$ cat config.mk
export PLATFORM = sky130hd
export DESIGN_NAME = fid_delay_bank
export DESIGN_NICKNAME = d
export VERILOG_FILES = /design/src/rtl/fid_delay_bank.sv
export SDC_FILE = /design/constraint.sdc
export NUM_CORES = 1
export LEC_CHECK = 0
export BUFFER_PORTS_ARGS = -buffer_cell sky130_fd_sc_hd__buf_2
export CAP_MARGIN = 0
export CORE_AREA = 5 5 316 256
export CTS_CLUSTER_DIAMETER = 40
export CTS_CLUSTER_SIZE = 12
export DETAILED_ROUTE_END_ITERATION = 10
export DIE_AREA = 0 0 321 261
export GPL_TIMING_DRIVEN = 0
export SLEW_MARGIN = 20
export SYNTH_ARGS = -nofsm -noshare
export SYNTH_HDL_FRONTEND = slang
export SYNTH_SLANG_ARGS = --single-unit
$ cat constraint.sdc
create_clock -name clk -period 4.1 [get_ports clk]
set_input_delay 0.205 -clock clk [delete_from_list [all_inputs] [get_ports clk]]
set_output_delay 0.205 -clock clk [all_outputs]
set_load 0.01 [all_outputs]
$ cat src/rtl/fid_delay_bank.sv
module fid_delay_bank #(
  parameter int NCH = 16,
  parameter int DW  = 19,
  parameter int PW  = 8,
  localparam int AW = $clog2(NCH)
) (
  input  logic           clk,
  input  logic           rst_n,
  input  logic           fid_i,
  input  logic           wr_en,
  input  logic [AW-1:0]  wr_sel,
  input  logic [DW-1:0]  wr_delay,
  output logic [NCH-1:0] trig_o,
  output logic [NCH-1:0] busy_o,
  output logic [NCH-1:0] done_o,
  output logic [NCH-1:0] overrun_o
);
  localparam int PCW = $clog2(PW + 1);

  logic fid_d;
  logic start;

  always_ff @(posedge clk) begin
    if (!rst_n) fid_d <= 1'b0;
    else        fid_d <= fid_i;
  end

  assign start = fid_i & ~fid_d;

  logic [DW-1:0]  dly_q [NCH];
  logic [DW-1:0]  cnt_q [NCH];
  logic [PCW-1:0] pw_q  [NCH];
  logic [NCH-1:0] arm_q, run_q, done_q, ovr_q, wr_hit, go, expire;

  for (genvar i = 0; i < NCH; i++) begin : g_ch
    assign wr_hit[i] = wr_en && (wr_sel == AW'(i));
    assign go[i]     = start && (arm_q[i] || run_q[i]);
    assign expire[i] = run_q[i] && (cnt_q[i] == '0) && !go[i];

    always_ff @(posedge clk) begin
      if (!rst_n) begin
        dly_q[i]  <= '0;
        cnt_q[i]  <= '0;
        pw_q[i]   <= '0;
        arm_q[i]  <= 1'b0;
        run_q[i]  <= 1'b0;
        done_q[i] <= 1'b0;
        ovr_q[i]  <= 1'b0;
      end else begin
        if (wr_hit[i]) dly_q[i] <= wr_delay;
        arm_q[i] <= wr_hit[i] | (arm_q[i] & ~start);

        if (go[i]) begin
          cnt_q[i] <= dly_q[i];
          run_q[i] <= 1'b1;
        end else if (run_q[i]) begin
          if (cnt_q[i] == '0) run_q[i] <= 1'b0;
          else                cnt_q[i] <= cnt_q[i] - DW'(1);
        end

        if (expire[i])           pw_q[i] <= PCW'(PW);
        else if (pw_q[i] != '0)  pw_q[i] <= pw_q[i] - PCW'(1);

        if (wr_hit[i])      done_q[i] <= 1'b0;
        else if (expire[i]) done_q[i] <= 1'b1;

        if (wr_hit[i])                ovr_q[i] <= 1'b0;
        else if (start && run_q[i])   ovr_q[i] <= 1'b1;
      end
    end

    assign trig_o[i]    = (pw_q[i] != '0);
    assign busy_o[i]    = run_q[i] | trig_o[i];
    assign done_o[i]    = done_q[i];
    assign overrun_o[i] = ovr_q[i];

    AST_START_ON_FID: assert property (@(posedge clk) disable iff (!rst_n)
      $rose(run_q[i]) |-> $past(start));
    AST_RISE_AT_ZERO: assert property (@(posedge clk) disable iff (!rst_n)
      $rose(trig_o[i]) |-> $past(run_q[i] && cnt_q[i] == '0));
    AST_DONE_WITH_TRIG: assert property (@(posedge clk) disable iff (!rst_n)
      $rose(done_o[i]) |-> trig_o[i]);
    AST_OVR_CAUSE: assert property (@(posedge clk) disable iff (!rst_n)
      $rose(overrun_o[i]) |-> $past(start && run_q[i]));
    AST_ARM_USED: assert property (@(posedge clk) disable iff (!rst_n)
      ($past(start) && !$past(wr_hit[i])) |-> !arm_q[i]);
  end
endmodule

* Word-level counts from Yosys, hierarchy flattened
Memory sizes are Yosys's and may differ from the RTL's.
Index checks and enable logic that the tools add are counted.
** Cells by class
- Muxes and demuxes :: 385
- Eq/ne operators :: 15
- Reductions and logical operators :: 161
- Bitwise gates (word level) :: 132
- Add/sub/neg operators :: 32
** Operators by type and width (count)
- 19-bit 2-to-1 mux :: 48
- 1-bit 2-to-1 mux :: 305
- 19-bit logical NOT :: 16
- 19-bit by 1-bit subtractor with 19-bit output (second input constant) :: 16
- 4-bit 2-to-1 mux :: 32
- 1-bit bitwise OR :: 112
- 1-bit logical AND :: 80
- 4-bit nonzero test :: 16
- 4-bit by 1-bit subtractor with 4-bit output (second input constant) :: 16
- 4-bit equality test (second input constant) :: 8
- 2-bit OR reduction :: 16
- 1-bit AND :: 17
- 4-bit by 3-bit equality test with 1-bit output (second input constant) :: 4
- 1-bit logical NOT :: 16
- 1-bit logical OR :: 16
- 4-bit by 2-bit equality test with 1-bit output (second input constant) :: 2
- 4-bit by 1-bit equality test with 1-bit output (second input constant) :: 1
- 4-bit logical NOT :: 1
- 1-bit NOT :: 3
** Storage, ports and cells
- Bits in writable memories :: 672
- Word-level logic and storage cells :: 793
- Register bits :: 65
- Output and inout port bits :: 64
- Memories kept :: 3
- Bits of input ports :: 27
** Memories
- cnt_q :: depth 16, width 19, read ports 16, clocked after Yosys merged registers in 0, write ports 16, line 31 : logic [DW-1:0] cnt_q [NCH];
- dly_q :: depth 16, width 19, read ports 16, clocked after Yosys merged registers in 0, write ports 16, line 30 : logic [DW-1:0] dly_q [NCH];
- pw_q :: depth 16, width 4, read ports 16, clocked after Yosys merged registers in 0, write ports 16, line 32 : logic [PCW-1:0] pw_q [NCH];

* Logic depth before layout (Yosys ltp)
Gate-level depths: netlist (run 1).
- Depth after elaboration :: 10
- Gate-level depth with buffers :: 8
- Gate-level depth less buffers :: 7

* Worst setup path before layout (run 1)
Ideal clock, no wire load.
- Path type :: flip-flop to flip-flop
- Start :: reg fid_d
- End :: mem cnt_q[15][0], in the netlist cnt_q[1][133], enable pin
- Path slack :: 855 ps
- Cell stages (with the launch flop) :: 7
- Required time :: 3679 ps
- Path buffers :: 3
- Arrival time :: 2824 ps
- Clock period less this slack :: 3245 ps
- Setup time :: 421 ps
- Cell sequence :: dfxtp_1 nor2b_1 clkbuf_1 clkbuf_1 buf_1 a21oi_1 o21ai_0
** RTL lines
- from (decl) :: line 20 : logic fid_d;
- from (signal assigned) :: line 25 : else fid_d <= fid_i;
- to (decl) :: line 31

==> summary.md, run 1 <==
| Metric | Value |
|---|---|
| Num rows | 92 |
| Post-CTS Setup Inserts | 0 |
| Cells after Synth | 3046 |
| Antenna-violating nets left | 0 |
| Detailed Routing Iterations Pass 1 | 6 |
| Pwr dens | 540 mW/mm^2 |
| Final Slew Violations | 0 |
| Layout Utilization | 52.8% |
| Syn avg cell area | 11.3 um^2 |
| CTS buffer count | 113 |
| Status | complete, no violations |
| Post-synthesis cell area | 0.0346 mm^2 |
| Critical path's largest stage delay | 810 ps |
| Kind of critical path | register to register |
| Clk buf depth | 3 |
| Die area | 0.0838 mm^2 |
| Buf+Inv Stages, Crit Path | 4 |
| CP most frequent cell | clkbuf_2 |
| DR WL met2 | 44.8 mm |
| Critical Path Slowest Stage Cell | buf_1 |
| Peak VDD IR | 0.374 mV |
| # setup viols final | 0 |
| Die X | 321 um |
| Final Cycle Share | 98.3% |
| Syn nets | 3121 |
| Total Power | 0.0221 W |
| Fin crit period | 4030 ps |
| Vias in the first global route | 24400 |
| Fmax | 248 MHz |
| First-pass GRT wire length | 148 mm |
| Most common cell after layout, fill and taps aside | edfxtp_1 |
| R2r startpoint | fid_d |
| Initial antenna violation count | 29 |
| EDFF count, synth | 672 |
| Die H | 261 um |
| Total GRT Usage | 23.3% |
| Port-buffer cells | 89 |
| Layout cells sized above 1 | 11.7% |
| CP top delay family | buffers and inverters |
| Post-synth ARST share | 0% |
| Commonest cells after routing, fill and taps aside | 672 x edfxtp_1, 377 x nand2_1, 310 x and2_1, 273 x o21ai_0, 213 x nor2_1 |
| LEAKAGE | 14.4 nW |
| Non-Filler Instances | 4418 |
| Via count | 24800 |
| Clk_skew | 52.4 ps |
| P&R area growth vs syn | 18.7% |
| Placed Area | 0.0368 mm^2 |
| Nature of the critical path endpoint | register |
| Area of the core | 0.0777 mm^2 |
| # IOs | 91 |
| CP startpoint | fid_d |
| DR WL met3 | 8.89 mm |
| Top_reg_cell synth | edfxtp_1 |
| Crit-path cells | nor2b_1, clkbuf_2, clkbuf_2, buf_1, nor3_1, o21ai_2, buf_6 |
| Post-synthesis sequential area ratio | 62.2% |
| Iteration-0 DRC Markers | 3134 |
| Wire per inst | 22.3 um |
| Initial core utilization | 44.5% |
| Worst hold margin | 44.0 ps |
| Slew Limit Headroom | 22.8% |
| Hold Startpoint | wr_delay[1] |
| DRC | 0 |
| Uppermost layer routed | met4 |
| Fin area | 0.0410 mm^2 |
| RSZ-0062 raised after global routing | false |
| Total grt overflow | 0 |
| Synth warnings | 0 |
| CTS H-tree lvls | 3 |
| Unique masters post-synth | 56 |
| Seq cells post-synth | 737 |
| Root Driver | clkbuf_16 |
| Worst slew pin tran | 1160 ps |
| Final nets | 3351 |
| CTS Sinks | 737 |
| Worst hold-check path type | input port to register |
| Max-cap violations | 0 |
| Hold Vio Cnt, Final | 0 |
| Max FO, Critical Path | 11 |
| Clock-pin slew on the worst setup and hold paths | 60 ps |
| Placed cells | 4192 |
| Largest net degree at the start of global routing | 22 |
| Routed WL | 98.4 mm |
| PostCTS Resize Cnt | 0 |
| DP HPWL | 64.7 mm |
| Worst Path Required | 4470 ps |
| Fill cells | 6657 |
| Drt via density | 5.61 |
| WP data arrival | 4400 ps |
| GPL Wtd Cong | 0.876 |
| Critical path startpoint category | register |
| Worst skew pair latency | 700 ps |
| Metal-1 WL | 41.4 mm |
| TritonCTS clock tree | yes |
-- path summary, 6_finish.rpt --
| path | cells after the start | end | slack [ps] |
|---|---|---|---|
| worst max-delay path | 7 | cnt_q[0][33] | 70 |
| worst min-delay path | 2 | dly_q[0][96] | 40 |
| worst max register to register | 7 | cnt_q[0][33] | 70 |
| worst min register to register | 2 | done_o[5] | 440 |
-- registers in the layout (all words and copies together), names as in the netlist --
register	count
arm_q	16
run_q	16
dly_q	304
pw_q	64
done_o	16
cnt_q	304
overrun_o	16
fid_d	1
-- layout make-up --
type                       instances  area [um^2]  area share, %
buffer                           115          463           1.13
timing repair buffer             115          816           1.99
tap                             1034         1290           3.15
clock buffer                     126         2920           7.11
inverter                          94          353          0.860
antenna                            9         22.5         0.0549
clock inverter                    88         1200           2.94
sequential                       737        21500           52.4
multi-input combinational       2100        12500           30.4
-- cell families (layout without fill, tap and decap cells) --
family | count (synthesis) | in the layout | share of synthesized area, %
buffers and inverters | 209 | 538 | 2.27
muxes | 1 | 1 | 0.0290
AOI/OAI and AO/OA | 479 | 479 | 7.69
other | 0 | 9 | 0
DFF | 737 | 737 | 62.2
and+or+nand+nor | 1318 | 1318 | 19.7
xor gates and xnor gates | 254 | 254 | 6.44
adders and majority gates | 48 | 48 | 1.74
-- cells in the mapped netlist, drive strengths merged (8+ instances only) --
master / instances / area (um^2)
nand3: 45 / 225
xnor2: 172 / 1510
clkbuf: 107 / 402
nor2: 214 / 803
dfxtp: 65 / 1300
nand4: 24 / 150
nand3b: 13 / 97.6
and2: 311 / 1950
a21o: 32 / 240
or2: 14 / 87.6
nand2: 377 / 1420
nor3b: 25 / 188
buf: 8 / 31.3
nor3: 100 / 500
or4: 33 / 251
o21ai: 301 / 1510
or3: 38 / 238
ha: 48 / 601
nand2b: 10 / 62.6
a21oi: 94 / 470
nor4: 71 / 457
inv: 94 / 353
and4: 14 / 123
o211ai: 9 / 72.6
xor2: 82 / 718
edfxtp: 672 / 20200
-- power by group --
| group | switching (W) | internal (W) | leakage, nW |
|---|---|---|---|
| sequential | 0.000365 | 0.00893 | 7.30 |
| clock | 0.00377 | 0.00654 | 1.97 |
| combinational | 0.00161 | 0.000924 | 5.08 |
-- what timing repair did --
action / in CTS / in global routing
hold endpoints to repair: 1 / 0
endpoints found under the setup margin: 0 / 0
hold buffers: 1 / 0
-- layer usage --
| metal | up-vias | track usage [%] |
|---|---|---|
| li1 | 11400 | - |
| met1 | 12100 | 32.4 |
| met2 | 1063 | 36.5 |
| met3 | 206 | 4.86 |
| met4 | 0 | 8.26 |
| met5 | - | 0 |
-- through the flow --
stage | TNS [ps] | setup WS [ps]
2_1_floorplan | 0 | 855
3_3_place_gp | -515820 | -2430
3_5_place_dp | 0 | 112
4_1_cts | 0 | 131
5_1_grt | 0 | 34.9
6_report | 0 | 68.2
(Power assumes the default switching activity.)
==> run 2: changes to the inputs <==
--- a/config.mk
+++ b/config.mk
@@ -8,11 +8,13 @@
 export BUFFER_PORTS_ARGS = -buffer_cell sky130_fd_sc_hd__buf_2
 export CAP_MARGIN = 0
 export CORE_AREA = 5 5 316 256
+export CTS_BUF_LIST = sky130_fd_sc_hd__clkbuf_16
 export CTS_CLUSTER_DIAMETER = 40
 export CTS_CLUSTER_SIZE = 12
 export DETAILED_ROUTE_END_ITERATION = 10
 export DIE_AREA = 0 0 321 261
 export GPL_TIMING_DRIVEN = 0
+export SETUP_SLACK_MARGIN = 0.2
 export SLEW_MARGIN = 20
 export SYNTH_ARGS = -nofsm -noshare
 export SYNTH_HDL_FRONTEND = slang
==> run 2 against run 1 <==
  * Register-to-register slack better by 230 ps
  * Clock skew hardly changed
  * Setup slack improved by 230 ps
  * Design area is essentially flat
  * Total power decreased by 0.47%
  * Global-route usage barely moved
  * Wire length hardly changed
  * Flip-flop and latch count is the same
  * Cell count about the same
  * First-iteration DRC count fell by 1.1%
  * Via count fell by 0.27%
  * Critical path type unchanged
  * Largest cell class unchanged
==> summary.md, run 2 (synthesis gave the netlist of run 1 again) <==
| Metric | Value |
|---|---|
| Status | complete, no violations |
| Nature of the critical path endpoint | register |
| Fmax | 263 MHz (+6.0%) |
| Wire per inst | 22.3 um (+0.13%) |
| Routed WL | 98.5 mm (about the same) |
| Antenna-violating nets left | 0 (unchanged) |
| Area of the core | 0.0777 mm^2 (unchanged) |
| CTS Sinks | 737 (unchanged) |
| Num rows | 92 (unchanged) |
| Clock-pin slew on the worst setup and hold paths | 50 ps (about the same) |
| Die H | 261 um (unchanged) |
| Layer with the highest usage | met2 |
| GPL Wtd Cong | 0.876 (unchanged) |
| Clk_skew | 52.3 ps (-0.0356 ps) |
| Layout Utilization | 52.7% (about the same) |
| Final nets | 3351 (unchanged) |
| DRC | 0 (unchanged) |
| Layout cells sized above 1 | 11.6% (-0.089 points) |
| Placed cells | 4192 (unchanged) |
| Worst skew pair latency | 700 ps (about the same) |
| DP HPWL | 64.7 mm (unchanged) |
| Port-buffer cells | 89 (unchanged) |
| Fin crit period | 3810 ps (-226 ps) |
| Worst Path Required | 4470 ps (about the same) |
| CTS buffer count | 113 (unchanged) |
| Iteration-0 DRC Markers | 3101 (-1.1%) |
| Fill cells | 6657 (unchanged) |
| Max FO, Critical Path | 11 (unchanged) |
| # IOs | 91 (unchanged) |
| Vias in the first global route | 24400 (-0.11%) |
| Most common cell after layout, fill and taps aside | edfxtp_1 |
| Drt via density | 5.60 (-0.23%) |
| WP data arrival | 4170 ps (-230 ps) |
| Non-Filler Instances | 4416 (-0.045%) |
| Total GRT Usage | 23.2% (-0.032 points) |
| # setup viols final | 0 (unchanged) |
| First-pass GRT wire length | 148 mm (-0.13%) |
| Initial core utilization | 44.5% (unchanged) |
| Routing usage on met2 | 36.4% (-0.11 points) |
| Final Slew Violations | 0 (unchanged) |
| Detailed Routing Iterations Pass 1 | 5 (-1) |
| Root Driver | clkbuf_16 |
| Die area | 0.0838 mm^2 (unchanged) |
| LEAKAGE | 14.4 nW (+0.13%) |
| Peak VDD IR | 0.366 mV (-2.1%) |
| Commonest cells after routing, fill and taps aside | 672 x edfxtp_1, 377 x nand2_1, 310 x and2_1, 273 x o21ai_0, 213 x nor2_1 |
| Kind of critical path | register to register |
| Met1 Track Usage GR | 32.4% (about the same) |
| P&R area growth vs syn | 18.6% (about the same) |
| Worst hold-check path type | input port to register |
| Via count | 24700 (-0.27%) |
| Die X | 321 um (unchanged) |
| Hold Vio Cnt, Final | 0 (unchanged) |
| Critical path startpoint category | register |
| Pwr dens | 538 mW/mm^2 (-0.38%) |
| Hold Startpoint | wr_delay[16] |
| Initial antenna violation count | 29 (unchanged) |
| Met3 usage | 4.86% (unchanged) |
| Final Cycle Share | 92.8% (-5.5 points) |
| Total grt overflow | 0 (unchanged) |
| RSZ-0062 raised after global routing | false |
| R2r startpoint | fid_d |
| Max-cap violations | 0 (unchanged) |
| Top flop regs | cnt_q (304), dly_q (304), pw_q (64) |
| CP startpoint | fid_d |
| Worst slew pin tran | 1200 ps (+45.1 ps) |
| Slew Limit Headroom | 19.8% (-3.0 points) |
| Largest net degree at the start of global routing | 22 (unchanged) |
| CTS H-tree lvls | 3 (unchanged) |
| Post-CTS Setup Inserts | 0 (unchanged) |
| Worst reg-to-reg setup slack | 290 ps (+230 ps) |
| TritonCTS clock tree | yes |
| Clk buf depth | 3 (unchanged) |
run 2: cell count changes in the layout (fill, tap and decap cells not counted):
cell	delta
clkinv_1	+4
diode_2	-2
clkbuf_1	-9
clkbuf_8	-4
clkdlybuf4s15_2	+1
inv_1	+9
buf_1	-1
run 2: where the power goes:
| group | leakage (nW) | total, W | switching [W] | internal, W |
|---|---|---|---|---|
| sequential | 7.30 | 0.00929 | 0.000366 | 0.00893 |
| clock | 1.99 | 0.0102 | 0.00376 | 0.00644 |
| combinational | 5.09 | 0.00253 | 0.00161 | 0.000925 |
run 2: final timing paths:
| check | to | depth (start not counted) |
|---|---|---|
| max | cnt_q[0][37] | 7 |
| min | dly_q[0][111] | 2 |
| max reg2reg | cnt_q[0][37] | 7 |
| min reg2reg | done_o[9] | 2 |
run 2: timing repair:
action,4_1_cts,5_1_grt
hold endpoints to repair,1,0
endpoints found under the setup margin,32,0
gates resized for setup,2,0
hold buffers,1,0
run 2: final cells by class:
cell class	count	area (um^2)	share of cell area, %
Sequential cell	737	21500	52.4
Multi-Input combinational cell	2100	12500	30.4
Clock buffer	113	2830	6.90
Tap cell	1034	1290	3.16
Clock inverter	101	1250	3.06
Timing Repair Buffer	115	816	1.99
Buffer	115	470	1.15
Inverter	94	353	0.861
Antenna cell	7	17.5	0.0428
run 2: through the flow:
stage,setup TNS [ps],area [um^2],hold slack (ps),total power (W),setup slack (ps)
6_report,0,41000,47.8,0.0220,295
5_1_grt,0,41000,24.8,0.0228,251
4_1_cts,0,40900,13.3,0.0222,345
3_5_place_dp,0,36800,437,0.0119,112
3_3_place_gp,-515820,36300,433,0.0118,-2430
2_1_floorplan,0,34600,332,0.0109,855
run 2: per-layer routing:
layer / routed length, um / share of wire, % / up-vias
met1: 42000 / 43 / 12100
li1: - / - / 11400
met3: 8630 / 8.8 / 200
met4: 3340 / 3.4 / 0
met2: 44500 / 45 / 972
met5: 0 / 0 / -
run 2: worst max-delay path, cell delays in order (launching register included):
cell and delay [ps]:
dfxtp_1 310, nor2b_1 370, clkbuf_2 560, clkbuf_2 600, buf_2 620, a21oi_1 210, o21ai_2 520, buf_6 250
